--- config.mk ---
export PLATFORM = sky130hd
export DESIGN_NAME = nestirq_top
export DESIGN_NICKNAME = d
export VERILOG_FILES = /design/src/rtl/nestirq_pkg.sv /design/src/rtl/nestirq_src.sv /design/src/rtl/nestirq_arb.sv /design/src/rtl/nestirq_nest.sv /design/src/rtl/nestirq_top.sv
export SDC_FILE = /design/constraint.sdc
export NUM_CORES = 2
export LEC_CHECK = 0
export CAP_MARGIN = 20
export CORE_MARGIN = 2
export CORE_UTILIZATION = 25
export CTS_BUF_LIST = sky130_fd_sc_hd__clkbuf_8
export DETAILED_ROUTE_END_ITERATION = 16
export DONT_BUFFER_PORTS = 1
export GPL_ROUTABILITY_DRIVEN = 0
export PLACE_DENSITY = 0.35
export SYNTH_ARGS = -nofsm -noshare
export SYNTH_HDL_FRONTEND = slang
export SYNTH_HIERARCHICAL = 1
export SYNTH_SLANG_ARGS = --single-unit
--- constraint.sdc ---
create_clock -name clk_i -period 50.9 [get_ports clk_i]
set_input_delay 0 -clock clk_i [delete_from_list [all_inputs] [get_ports clk_i]]
set_output_delay 0 -clock clk_i [all_outputs]
set_load 0.05 [all_outputs]
--- src/rtl/nestirq_pkg.sv ---
package nestirq_pkg;
  localparam int unsigned PRIO_W = 3;
  localparam int unsigned DATA_W = 32;
  localparam int unsigned ADDR_W = 7;

  typedef enum logic [1:0] {
    TRIG_HIGH = 2'd0,
    TRIG_RISE = 2'd1,
    TRIG_LOW  = 2'd2,
    TRIG_FALL = 2'd3
  } trig_e;

  localparam logic [ADDR_W-1:0] A_EN_SET  = 7'h40;
  localparam logic [ADDR_W-1:0] A_EN_CLR  = 7'h41;
  localparam logic [ADDR_W-1:0] A_EN_MASK = 7'h42;
  localparam logic [ADDR_W-1:0] A_PND_CLR = 7'h43;
  localparam logic [ADDR_W-1:0] A_VECTOR  = 7'h44;
  localparam logic [ADDR_W-1:0] A_EOI     = 7'h45;
  localparam logic [ADDR_W-1:0] A_SPUR    = 7'h46;

  // low-level and falling-edge types need an external source
  function automatic logic trig_allowed(input trig_e t, input logic is_ext);
    return is_ext | ~t[1];
  endfunction

  function automatic logic [DATA_W-1:0] mode_word(input trig_e t,
                                                  input logic [PRIO_W-1:0] p);
    return (DATA_W'(p) << 4) | DATA_W'(t);
  endfunction

  function automatic logic beats_top(input logic [PRIO_W-1:0] p,
                                     input logic [PRIO_W-1:0] top,
                                     input logic empty);
    return empty || (p > top);
  endfunction
endpackage

--- src/rtl/nestirq_src.sv ---
module nestirq_src
  import nestirq_pkg::*;
(
  input  logic  clk_i,
  input  logic  rst_ni,
  input  logic  raw_i,
  input  trig_e trig_i,
  input  logic  clr_i,
  output logic  pend_o
);
  logic [1:0] sync_q;
  logic       prev_q, latch_q;
  logic       s, edge_mode, edge_evt, level_pend;

  assign s          = sync_q[1];
  assign edge_mode  = trig_i[0];
  assign edge_evt   = edge_mode & (trig_i[1] ? (~s & prev_q) : (s & ~prev_q));
  assign level_pend = trig_i[1] ? ~s : s;
  assign pend_o     = edge_mode ? latch_q : level_pend;

  always_ff @(posedge clk_i) begin
    if (!rst_ni) begin
      sync_q  <= '0;
      prev_q  <= 1'b0;
      latch_q <= 1'b0;
    end else begin
      sync_q <= {sync_q[0], raw_i};
      prev_q <= s;
      if (!edge_mode)    latch_q <= 1'b0;
      else if (edge_evt) latch_q <= 1'b1;
      else if (clr_i)    latch_q <= 1'b0;
    end
  end


  edge_clr_chk: assert property (@(posedge clk_i) disable iff (!rst_ni)
    (edge_mode && clr_i && !edge_evt) |=> !latch_q);

  edge_hold_chk: assert property (@(posedge clk_i) disable iff (!rst_ni)
    (edge_mode && latch_q && !clr_i && $stable(trig_i)) |=> latch_q);
endmodule

--- src/rtl/nestirq_arb.sv ---
module nestirq_arb
  import nestirq_pkg::*;
#(
  parameter int unsigned NUM_SRC = 32,
  localparam int unsigned IW = $clog2(NUM_SRC)
) (
  input  logic [NUM_SRC-1:0]        req_i,
  input  logic [NUM_SRC*PRIO_W-1:0] prio_i,
  output logic                      found_o,
  output logic [IW-1:0]             idx_o,
  output logic [PRIO_W-1:0]         prio_o
);
  always_comb begin
    found_o = 1'b0;
    idx_o   = '0;
    prio_o  = '0;
    // descending scan with >= lets lower numbers win ties
    for (int i = NUM_SRC - 1; i >= 0; i--) begin
      if (req_i[i] && (!found_o || prio_i[i*PRIO_W +: PRIO_W] >= prio_o)) begin
        found_o = 1'b1;
        idx_o   = IW'(i);
        prio_o  = prio_i[i*PRIO_W +: PRIO_W];
      end
    end
  end
endmodule

--- src/rtl/nestirq_nest.sv ---
module nestirq_nest
  import nestirq_pkg::*;
#(
  parameter int unsigned DEPTH = 8,
  localparam int unsigned CW = $clog2(DEPTH + 1),
  localparam int unsigned SW = $clog2(DEPTH)
) (
  input  logic              clk_i,
  input  logic              rst_ni,
  input  logic              push_i,
  input  logic [PRIO_W-1:0] push_prio_i,
  input  logic              pop_i,
  output logic              empty_o,
  output logic [PRIO_W-1:0] top_o
);
  logic [PRIO_W-1:0] mem_q [DEPTH];
  logic [CW-1:0]     cnt_q;
  logic              full;

  assign empty_o = (cnt_q == '0);
  assign full    = (cnt_q == CW'(DEPTH));
  assign top_o   = mem_q[SW'(cnt_q - CW'(1))];

  always_ff @(posedge clk_i) begin
    if (!rst_ni) begin
      cnt_q <= '0;
      for (int i = 0; i < DEPTH; i++) mem_q[i] <= '0;
    end else if (push_i && !full) begin
      mem_q[SW'(cnt_q)] <= push_prio_i;
      cnt_q <= cnt_q + CW'(1);
    end else if (pop_i && !empty_o) begin
      cnt_q <= cnt_q - CW'(1);
    end
  end


  no_overflow_chk: assert property (@(posedge clk_i) disable iff (!rst_ni)
    push_i |-> !full);

  nest_order_chk: assert property (@(posedge clk_i) disable iff (!rst_ni)
    (push_i && !empty_o) |-> (push_prio_i > top_o));

  depth_stable_chk: assert property (@(posedge clk_i) disable iff (!rst_ni)
    (!push_i && !pop_i) |=> $stable(cnt_q));

  pop_empty_chk: assert property (@(posedge clk_i) disable iff (!rst_ni)
    (pop_i && !push_i && empty_o) |=> empty_o);
endmodule

--- src/rtl/nestirq_top.sv ---
module nestirq_top
  import nestirq_pkg::*;
#(
  parameter int unsigned       NUM_SRC    = 32,
  parameter int unsigned       VEC_W      = 16,
  parameter int unsigned       NEST_DEPTH = 8,
  parameter logic [NUM_SRC-1:0] EXT_MASK  = 32'hE000_0001,
  localparam int unsigned      IW = $clog2(NUM_SRC)
) (
  input  logic               clk_i,
  input  logic               rst_ni,
  input  logic [NUM_SRC-1:0] src_i,
  input  logic               bus_req_i,
  input  logic               bus_we_i,
  input  logic [ADDR_W-1:0]  bus_addr_i,
  input  logic [DATA_W-1:0]  bus_wdata_i,
  output logic [DATA_W-1:0]  bus_rdata_o,
  output logic               irq_n_o
);
  logic [NUM_SRC-1:0]        en_q, pend, elig, clr_vec, ack_vec;
  trig_e                     trig_q [NUM_SRC];
  logic [PRIO_W-1:0]         prio_q [NUM_SRC];
  logic [VEC_W-1:0]          vec_q  [NUM_SRC];
  logic [VEC_W-1:0]          spur_q;
  logic [NUM_SRC*PRIO_W-1:0] prio_flat;
  logic                      found, empty, ack, eoi_wr;
  logic [IW-1:0]             win_idx;
  logic [PRIO_W-1:0]         win_prio, top;
  logic                      bus_wr, bus_rd, set_wr, clr_wr, pclr_wr;

  assign bus_wr  = bus_req_i & bus_we_i;
  assign bus_rd  = bus_req_i & ~bus_we_i;
  assign set_wr  = bus_wr && bus_addr_i == A_EN_SET;
  assign clr_wr  = bus_wr && bus_addr_i == A_EN_CLR;
  assign pclr_wr = bus_wr && bus_addr_i == A_PND_CLR;
  assign eoi_wr  = bus_wr && bus_addr_i == A_EOI;
  assign ack     = bus_rd && bus_addr_i == A_VECTOR && found;
  assign ack_vec = ack ? (NUM_SRC'(1) << win_idx) : '0;
  assign clr_vec = ack_vec | (pclr_wr ? bus_wdata_i[NUM_SRC-1:0] : '0);

  for (genvar i = 0; i < NUM_SRC; i++) begin : g_src
    always_ff @(posedge clk_i) begin
      if (!rst_ni) begin
        en_q[i]   <= 1'b0;
        trig_q[i] <= TRIG_HIGH;
        prio_q[i] <= '0;
        vec_q[i]  <= '0;
      end else begin
        if (set_wr && bus_wdata_i[i])      en_q[i] <= 1'b1;
        else if (clr_wr && bus_wdata_i[i]) en_q[i] <= 1'b0;
        if (bus_wr && bus_addr_i == ADDR_W'(i)) begin
          prio_q[i] <= bus_wdata_i[4 +: PRIO_W];
          if (trig_allowed(trig_e'(bus_wdata_i[1:0]), EXT_MASK[i]))
            trig_q[i] <= trig_e'(bus_wdata_i[1:0]);
        end
        if (bus_wr && bus_addr_i == ADDR_W'(32 + i))
          vec_q[i] <= bus_wdata_i[VEC_W-1:0];
      end
    end

    nestirq_src u_src (
      .clk_i  (clk_i),
      .rst_ni (rst_ni),
      .raw_i  (src_i[i]),
      .trig_i (trig_q[i]),
      .clr_i  (clr_vec[i]),
      .pend_o (pend[i])
    );

    assign prio_flat[i*PRIO_W +: PRIO_W] = prio_q[i];
    assign elig[i] = en_q[i] & pend[i] & beats_top(prio_q[i], top, empty);
  end

  always_ff @(posedge clk_i) begin
    if (!rst_ni)                             spur_q <= '0;
    else if (bus_wr && bus_addr_i == A_SPUR) spur_q <= bus_wdata_i[VEC_W-1:0];
  end

  nestirq_arb #(.NUM_SRC(NUM_SRC)) u_arb (
    .req_i   (elig),
    .prio_i  (prio_flat),
    .found_o (found),
    .idx_o   (win_idx),
    .prio_o  (win_prio)
  );

  nestirq_nest #(.DEPTH(NEST_DEPTH)) u_nest (
    .clk_i       (clk_i),
    .rst_ni      (rst_ni),
    .push_i      (ack),
    .push_prio_i (win_prio),
    .pop_i       (eoi_wr),
    .empty_o     (empty),
    .top_o       (top)
  );

  assign irq_n_o = ~found;

  always_comb begin
    bus_rdata_o = '0;
    if (bus_addr_i[6:5] == 2'b00)
      bus_rdata_o = mode_word(trig_q[bus_addr_i[4:0]], prio_q[bus_addr_i[4:0]]);
    else if (bus_addr_i[6:5] == 2'b01)
      bus_rdata_o = DATA_W'(vec_q[bus_addr_i[4:0]]);
    else if (bus_addr_i == A_EN_MASK)
      bus_rdata_o = DATA_W'(en_q);
    else if (bus_addr_i == A_VECTOR)
      bus_rdata_o = found ? DATA_W'(vec_q[win_idx]) : DATA_W'(spur_q);
    else if (bus_addr_i == A_SPUR)
      bus_rdata_o = DATA_W'(spur_q);
  end


  irq_above_top_chk: assert property (@(posedge clk_i) disable iff (!rst_ni)
    !irq_n_o |-> (empty || win_prio > top));

  win_is_req_chk: assert property (@(posedge clk_i) disable iff (!rst_ni)
    found |-> (en_q[win_idx] && pend[win_idx]));

  ack_push_chk: assert property (@(posedge clk_i) disable iff (!rst_ni)
    ack |=> !empty);

  en_set_chk: assert property (@(posedge clk_i) disable iff (!rst_ni)
    set_wr |=> ((en_q & $past(bus_wdata_i[NUM_SRC-1:0])) == $past(bus_wdata_i[NUM_SRC-1:0])));

  en_clr_chk: assert property (@(posedge clk_i) disable iff (!rst_ni)
    clr_wr |=> ((en_q & $past(bus_wdata_i[NUM_SRC-1:0])) == '0));

  masked_quiet_chk: assert property (@(posedge clk_i) disable iff (!rst_ni)
    (en_q == '0) |-> irq_n_o);
endmodule

# [After elaboration in Yosys (flattened, before gate mapping)]
# Memory sizes are Yosys's and may differ from the RTL's.
# Index checks and enable logic that the tools add are counted.
[word_totals] reg_bits=180 mem_bits_rw=696 in_bits=75 output_inout_bits=33 wordCells=1673 n_memories=4
[mem_list] name="vec_q" depth=32 width=16 rd=2 rd_clocked_by_memory_dff=0 write_ports=32 line="nestirq_top.sv:23" text="logic [VEC_W-1:0] vec_q [NUM_SRC];"
[mem_list] name="prio_q" depth=32 width=3 rd=33 rd_clocked_by_memory_dff=0 write_ports=32 line="nestirq_top.sv:22" text="logic [PRIO_W-1:0] prio_q [NUM_SRC];"
[mem_list] name="trig_q" depth=32 width=2 rd=33 rd_clocked_by_memory_dff=0 write_ports=32 line="nestirq_top.sv:21" text="trig_e trig_q [NUM_SRC];"
[mem_list] name="u_nest.mem_q" depth=8 width=3 rd=1 rd_clocked_by_memory_dff=0 write_ports=8 line="nestirq_nest.sv:16" text="logic [PRIO_W-1:0] mem_q [DEPTH];"
[op_classes] add_sub_neg=2 order_cmp=63 n_eq_ne=72 n_shift=1 muxes=710 bitwise_logic=326 reduce_logical=365
[op_table] operator="$mux W16" n=35
[op_table] operator="$mux W1" n=538
[op_table] operator="$eq A7 B6 Y1 const B" n=32
[op_table] operator="$mux W3" n=66
[op_table] operator="$logic_and A1 B1 Y1" n=168
[op_table] operator="$and A1 B1 Y1" n=162
[op_table] operator="$mux W32" n=5
[op_table] operator="$mux W5" n=32
[op_table] operator="$reduce_bool A2 Y1" n=65
[op_table] operator="$eq A7 B5 Y1 const B" n=16
[op_table] operator="$gt A3 B3 Y1" n=32
[op_table] operator="$or A1 B1 Y1" n=96
[op_table] operator="$ge A3 B3 Y1" n=31
[op_table] operator="$not A1 Y1" n=66
[op_table] operator="$mux W2" n=32
[op_table] operator="$reduce_and A2 Y1" n=32
[op_table] operator="$logic_or A1 B1 Y1" n=63
[op_table] operator="$eq A7 B4 Y1 const B" n=8
[op_table] operator="$eq A7 B7 Y1 const B" n=7
[op_table] operator="$logic_not A1 Y1" n=33
[op_table] operator="$or A32 B32 Y32" n=1
[op_table] operator="$shl A1 B5 Y32 const A" n=1
[op_table] operator="$eq A7 B3 Y1 const B" n=4
[op_table] operator="$eq A7 B2 Y1 const B" n=2
[op_table] operator="11 further kinds" n=12

# [Logic depth before layout (Yosys ltp)]
[logic_depth] depth_word=137 ltp_mapped=243

# [By module]
# Netlist, hierarchy kept.
[by_module_without_submodules] module="nestirq_top" instances=1 cells_per_inst=2957 area_per_inst_um2=39957.1
[by_module_without_submodules] module="nestirq_arb" instances=1 cells_per_inst=776 area_per_inst_um2=5283.8
[by_module_without_submodules] module="nestirq_src" instances=32 cells_per_inst=15 area_per_inst_um2=150.1
[by_module_without_submodules] module="nestirq_nest" instances=1 cells_per_inst=127 area_per_inst_um2=1472.7

# [Worst setup path before layout]
# OpenSTA, ideal clock, no wires.
[synth_timing] path_kind="reg2out" from="reg u_nest.cnt_q[0]" to="out bus_rdata_o[0]" arrival_ps=45408 setup_slack_ps=5492 stages_incl_launch_ff=230 path_buffers=11 cell_sequence="dfxtp_1 > buf_6 > inv_1 > ha_1 > clkbuf_1 > mux4_1 > mux2_2 > inv_1 > ha_1 > a21o_1 > a21oi_1 > a31oi_1 > o211a_1 > buf_4 > and2_1 > ha_1 > nor2b_1 > o211ai_1 > [194 not listed] > nor2_1 > a21oi_1 > ha_1 > nand2b_1 > a21oi_1 > nor2b_1 > o31ai_1 > and2_1 > inv_1 > or3_1 > a21oi_1 > clkbuf_1 > clkbuf_1 > buf_2 > mux2i_1 > a22oi_1 > a31oi_1 > o22ai_1"
[synth_via] elab_chain_cells=136 elab_cells_between_ends=324 cone_classes="1 x add/sub; 63 x order compare; 100 x mux; 32 x bitwise; 126 x reduce/logical; 2 x memory"
[synth_lines] element="start, declared" line="nestirq_nest.sv:17" text="logic [CW-1:0] cnt_q;"
[synth_lines] element="start signal, assigned" line="nestirq_nest.sv:30" text="cnt_q <= cnt_q + CW'(1);"
[synth_lines] element="start signal, assigned" line="nestirq_nest.sv:32" text="cnt_q <= cnt_q - CW'(1);"
[synth_lines] element="$sub A4 B1 Y4 (*)" line="nestirq_nest.sv:22" text="assign top_o = mem_q[SW'(cnt_q - CW'(1))];"
[synth_lines] element="$mem_v2 Z8 W3 (*)"
[synth_lines] element="via top[1]" line="nestirq_top.sv:28" text="logic [PRIO_W-1:0] win_prio, top;"
[synth_lines] element="$gt A3 B3 Y1 (*)" line="nestirq_pkg.sv:34" text="return empty || (p > top);"
[synth_lines] element="$logic_or A1 B1 Y1 (*)" line="nestirq_pkg.sv:34"
[synth_lines] element="$and A1 B1 Y1 (*)" line="nestirq_top.sv:71" text="assign elig[i] = en_q[i] & pend[i] & beats_top(prio_q[i], top, empty);"
[synth_lines] element="via elig[31]" line="nestirq_top.sv:20" text="logic [NUM_SRC-1:0] en_q, pend, elig, clr_vec, ack_vec;"
[synth_lines] element="$mux W3 / $mux W1 (equally long branches)" line="nestirq_arb.sv:19" text="if (req_i[i] && (!found_o || prio_i[i*PRIO_W +: PRIO_W] >= prio_o)) begin"
[synth_lines] element="[123 not listed]"
[synth_lines] element="$mux W5 (*)" line="nestirq_arb.sv:19"
[synth_lines] element="via win_idx[2]" line="nestirq_top.sv:27" text="logic [IW-1:0] win_idx;"
[synth_lines] element="$mem_v2 Z32 W16 (*)"
[synth_lines] element="$mux W16 (*)" line="nestirq_top.sv:108" text="bus_rdata_o = found ? DATA_W'(vec_q[win_idx]) : DATA_W'(spur_q);"
[synth_lines] element="$mux W16 (*)" line="nestirq_top.sv:107" text="else if (bus_addr_i == A_VECTOR)"
[synth_lines] element="$mux W32 (*)" line="nestirq_top.sv:105" text="else if (bus_addr_i == A_EN_MASK)"
[synth_lines] element="$mux W32 (*)" line="nestirq_top.sv:103" text="else if (bus_addr_i[6:5] == 2'b01)"
[synth_lines] element="$mux W32 (*)" line="nestirq_top.sv:101" text="if (bus_addr_i[6:5] == 2'b00)"
[synth_lines] element="end, declared" line="nestirq_top.sv:17" text="output logic [DATA_W-1:0] bus_rdata_o,"
# Mark *: on every way through the listed nets, which the timed path passes. The rest lies on a longest branch.

# [Worst setup path after layout]
# Ends and elaborated chain as after synthesis.

==> metrics.md <==
| Metric | Value |
|---|---|
| Area Overhead vs Synth | 18.3% |
| Share of flip-flops with an asynchronous set or reset | 0% |
| Synth Flop Type | edfxtp_1 |
| Hold_ws | 88.4 ps |
| Yosys top cell area share | 40.6% |
| Worst-margin pin slew | 1360 ps |
| Critical Path Stages | 226 |
| Status | completed |
| Vias | 37772 |
| CP startpoint kind | register |
| Max-cap violations | 0 |
| Commonest cells after routing, fill and taps aside | 696 x edfxtp_1, 588 x and2_1, 382 x nand2_1 |
| Clock Skew | 61.0 ps |
| Reg2reg start | u_nest/cnt_q[0] |
| First-pass GRT wire length | 301000 microns |
| Avg Cell Area, Syn | 11.9 sq um |
| Share of layout cells above drive strength 1 | 19.0% |
| Power Dens Cells | 27.6 mW/mm^2 |
| Detailed Routing Iterations Pass 1 | 8 |
| IO buf count | 0 |
| Critical path's slowest cell | a211oi_1 |
| Fin crit period | 48320 ps |
| WL per Instance | 29.4 microns |
| Max Root-Sink Buffers | 3 |
| CTS Buf Count | 173 |
| Die width | 458 microns |
| Clk slew on worst S/H paths | 60 ps |
| Crit Path Class | reg -> out |
| Clk_lat worst skew | 940 ps |
| Initial antenna violation count | 34 |
| Cell Area, Synth | 0.0515 sq mm |
| TritonCTS Sinks | 876 |
| Final nets | 4836 |
| Sequential share of the synthesized area | 47.6% |
| Total negative slack | 0 ps |
| Total die area | 0.210 sq mm |
| Final period util | 94.9% |
| # DRC | 0 |
| Pleak | 21.7 nW |
| Most common cell after layout, fill and taps aside | edfxtp_1 |
| Crit path capture | bus_rdata_o[0] |
| Unique masters post-synth | 107 |
| Warnings from Yosys | 6 |
| Hold Path Class | in -> reg |
| Critical Path Source | u_nest/cnt_q[0] |
| Final slew viol count | 0 |
| Yosys reg bits | 876 |
| Worst Path Required | 50900 ps |
| CP max stage delay | 530 ps |
| Relative slew margins | 9.17% |
| FF-to-FF End | g_src[20].u_src/latch_q |
| Top post-synthesis cells by area | edfxtp_1 41%, mux4_2 15%, and2_1 7.2%, dfxtp_1 7.0%, ha_1 4.1% |
| Rows | 166 |
| CP bufs+invs | 16 |
| Final setup viols | 0 |
| Post-synth EDFFs | 696 |
| Synth Instances | 4340 |
| Crit. End Element | output pin |
| CORE AREA | 0.205 sq mm |
| Root buffer cell | clkbuf_8 |
| Initial Utilization | 25.2% |
| Largest net degree at the start of global routing | 281 |
| H-Tree Depth | 4 |
| Most frequent CP cell | ha_1 |
| Number of global-route vias before repair | 37279 |
| 1st-iter DRT viols | 3508 |
| Peak supply drop | 26.1 uV |
| Max Clk Rate | 20.7 MHz |
| WP data arrival | 48320 ps |
| CTS tree | yes |
| Grt ovf | 0 |
| Die height | 458 microns |
| Post-route ant nets | 0 |
| CP max FO | 13 |
| All-Layer GR Usage | 20.3% |
| Via density | 5.08 |
| Routed WL | 219000 microns |
| IO Count | 108 |
| Family with the most delay on the worst path | compound AO/OA/AOI/OAI gates |
| DP Wirelength | 140000 microns |
| Cell count of the worst reg-to-reg path | 226 |
| Final-report hold violation count | 0 |
| Area leader, netlist | edfxtp_1 |
| R2R setup slack | 3020 ps |
## stage by stage
stage | std cells | power, mW | setup WS [ps] | area, sq um | util, %
after floorplan | 4367 | 0.937 | 5490 | 51600 | -
after global placement | 6873 | 0.988 | 933 | 54700 | 26.7
after detailed placement | 6882 | 0.988 | 277 | 54900 | 26.8
after CTS | 7390 | 1.71 | 11.4 | 60300 | 29.4
after global routing | 7422 | 1.75 | -121 | 60900 | 29.7
final | 7434 | 1.68 | 2580 | 60900 | 29.8
## Yosys cell counts (all sizes together), types with 38 or more instances
cell and instances:
edfxtp 696, and2 624, nand2 385, mux4 338
nor2 255, clkbuf 192, dfxtp 180, ha 168
o21ai 153, inv 147, a21oi 113, buf 90
mux2i 84, a31oi 83, nand2b 74, a22oi 65
and3 63, nor2b 55, a21o 51, nand3b 38
## cells by family after synthesis
| kind of cell | synth area share (%) |
|---|---|
| muxes | 16.9 |
| and+or+nand+nor | 17.3 |
| DFF | 47.6 |
| adders and majority gates | 4.16 |
| xor gates and xnor gates | 0.578 |
| other | 0.00728 |
| buffers and inverters | 3.44 |
| AOI/OAI and AO/OA | 10.0 |
## power breakdown
part / internal (mW) / total [mW] / switching (mW)
Sequential: 0.805 / 0.830 / 0.0253
Clock: 0.333 / 0.679 / 0.346
Combinational: 0.0752 / 0.173 / 0.0977
Total: 1.21 / 1.68 / 0.469
## layout make-up
type | instances | area (sq um)
inverter | 147 | 552
fill | 20902 | 144000
tap | 2688 | 3360
timing repair buffer | 332 | 3560
multi-input combinational | 3063 | 25800
clock buffer | 179 | 2460
clock inverter | 134 | 654
sequential | 876 | 24500
antenna | 15 | 37.5
## sequential cells by signal, summed over array words and instances (netlist names)
register             cells
prio_q                  96
u_nest/cnt_q             4
g_src.u_src/latch_q     32
u_nest/mem_q            24
g_src.u_src/prev_q      32
trig_q                  64
g_src.u_src/sync_q      64
spur_q                  16
en_q                    32
vec_q                  512
## what timing repair did
| item | 4_1_cts | 5_1_grt |
|---|---|---|
| gates cloned | 1 | 4 |
| setup endpoints to repair | 16 | 72 |
| gates resized for setup | 12 | 84 |
| hold buffers | 190 | 0 |
| endpoints found under the hold margin | 1429 | 0 |
| pin swaps | 0 | 13 |
| setup buffers | 4 | 25 |
## routing by layer
metal	part of all wire, %	vias to the layer above	GRT usage [%]
met3	4.8	263	2.66
met1	44	19564	27.1
met2	49	1153	34.4
met5	0.022	-	0
li1	-	16784	-
met4	2.5	8	5.44
## how the worst min path moves through the flow
stage	cells after the start	startpoint	slack (ps)	end
floorplan	1	rst_ni	120	g_src[0].u_src/sync_q[0]
global placement	1	src_i[25]	130	g_src[25].u_src/sync_q[0]
detailed placement	1	src_i[16]	130	g_src[16].u_src/sync_q[0]
CTS	2	rst_ni	1	vec_q[29][5]
global route	2	rst_ni	40	vec_q[14][6]
finish	2	rst_ni	90	vec_q[14][2]
## worst register-to-register path: cells and delay by family (launching register included)
family	cells	cell delay [ps]
AOI/OAI and AO/OA	93	19300
and+or+nand+nor	76	13650
adders and majority gates	37	10330
muxes	6	2090
buffers and inverters	14	1950
DFF	1	440
Note: power is estimated with default switching activity, not from simulation.
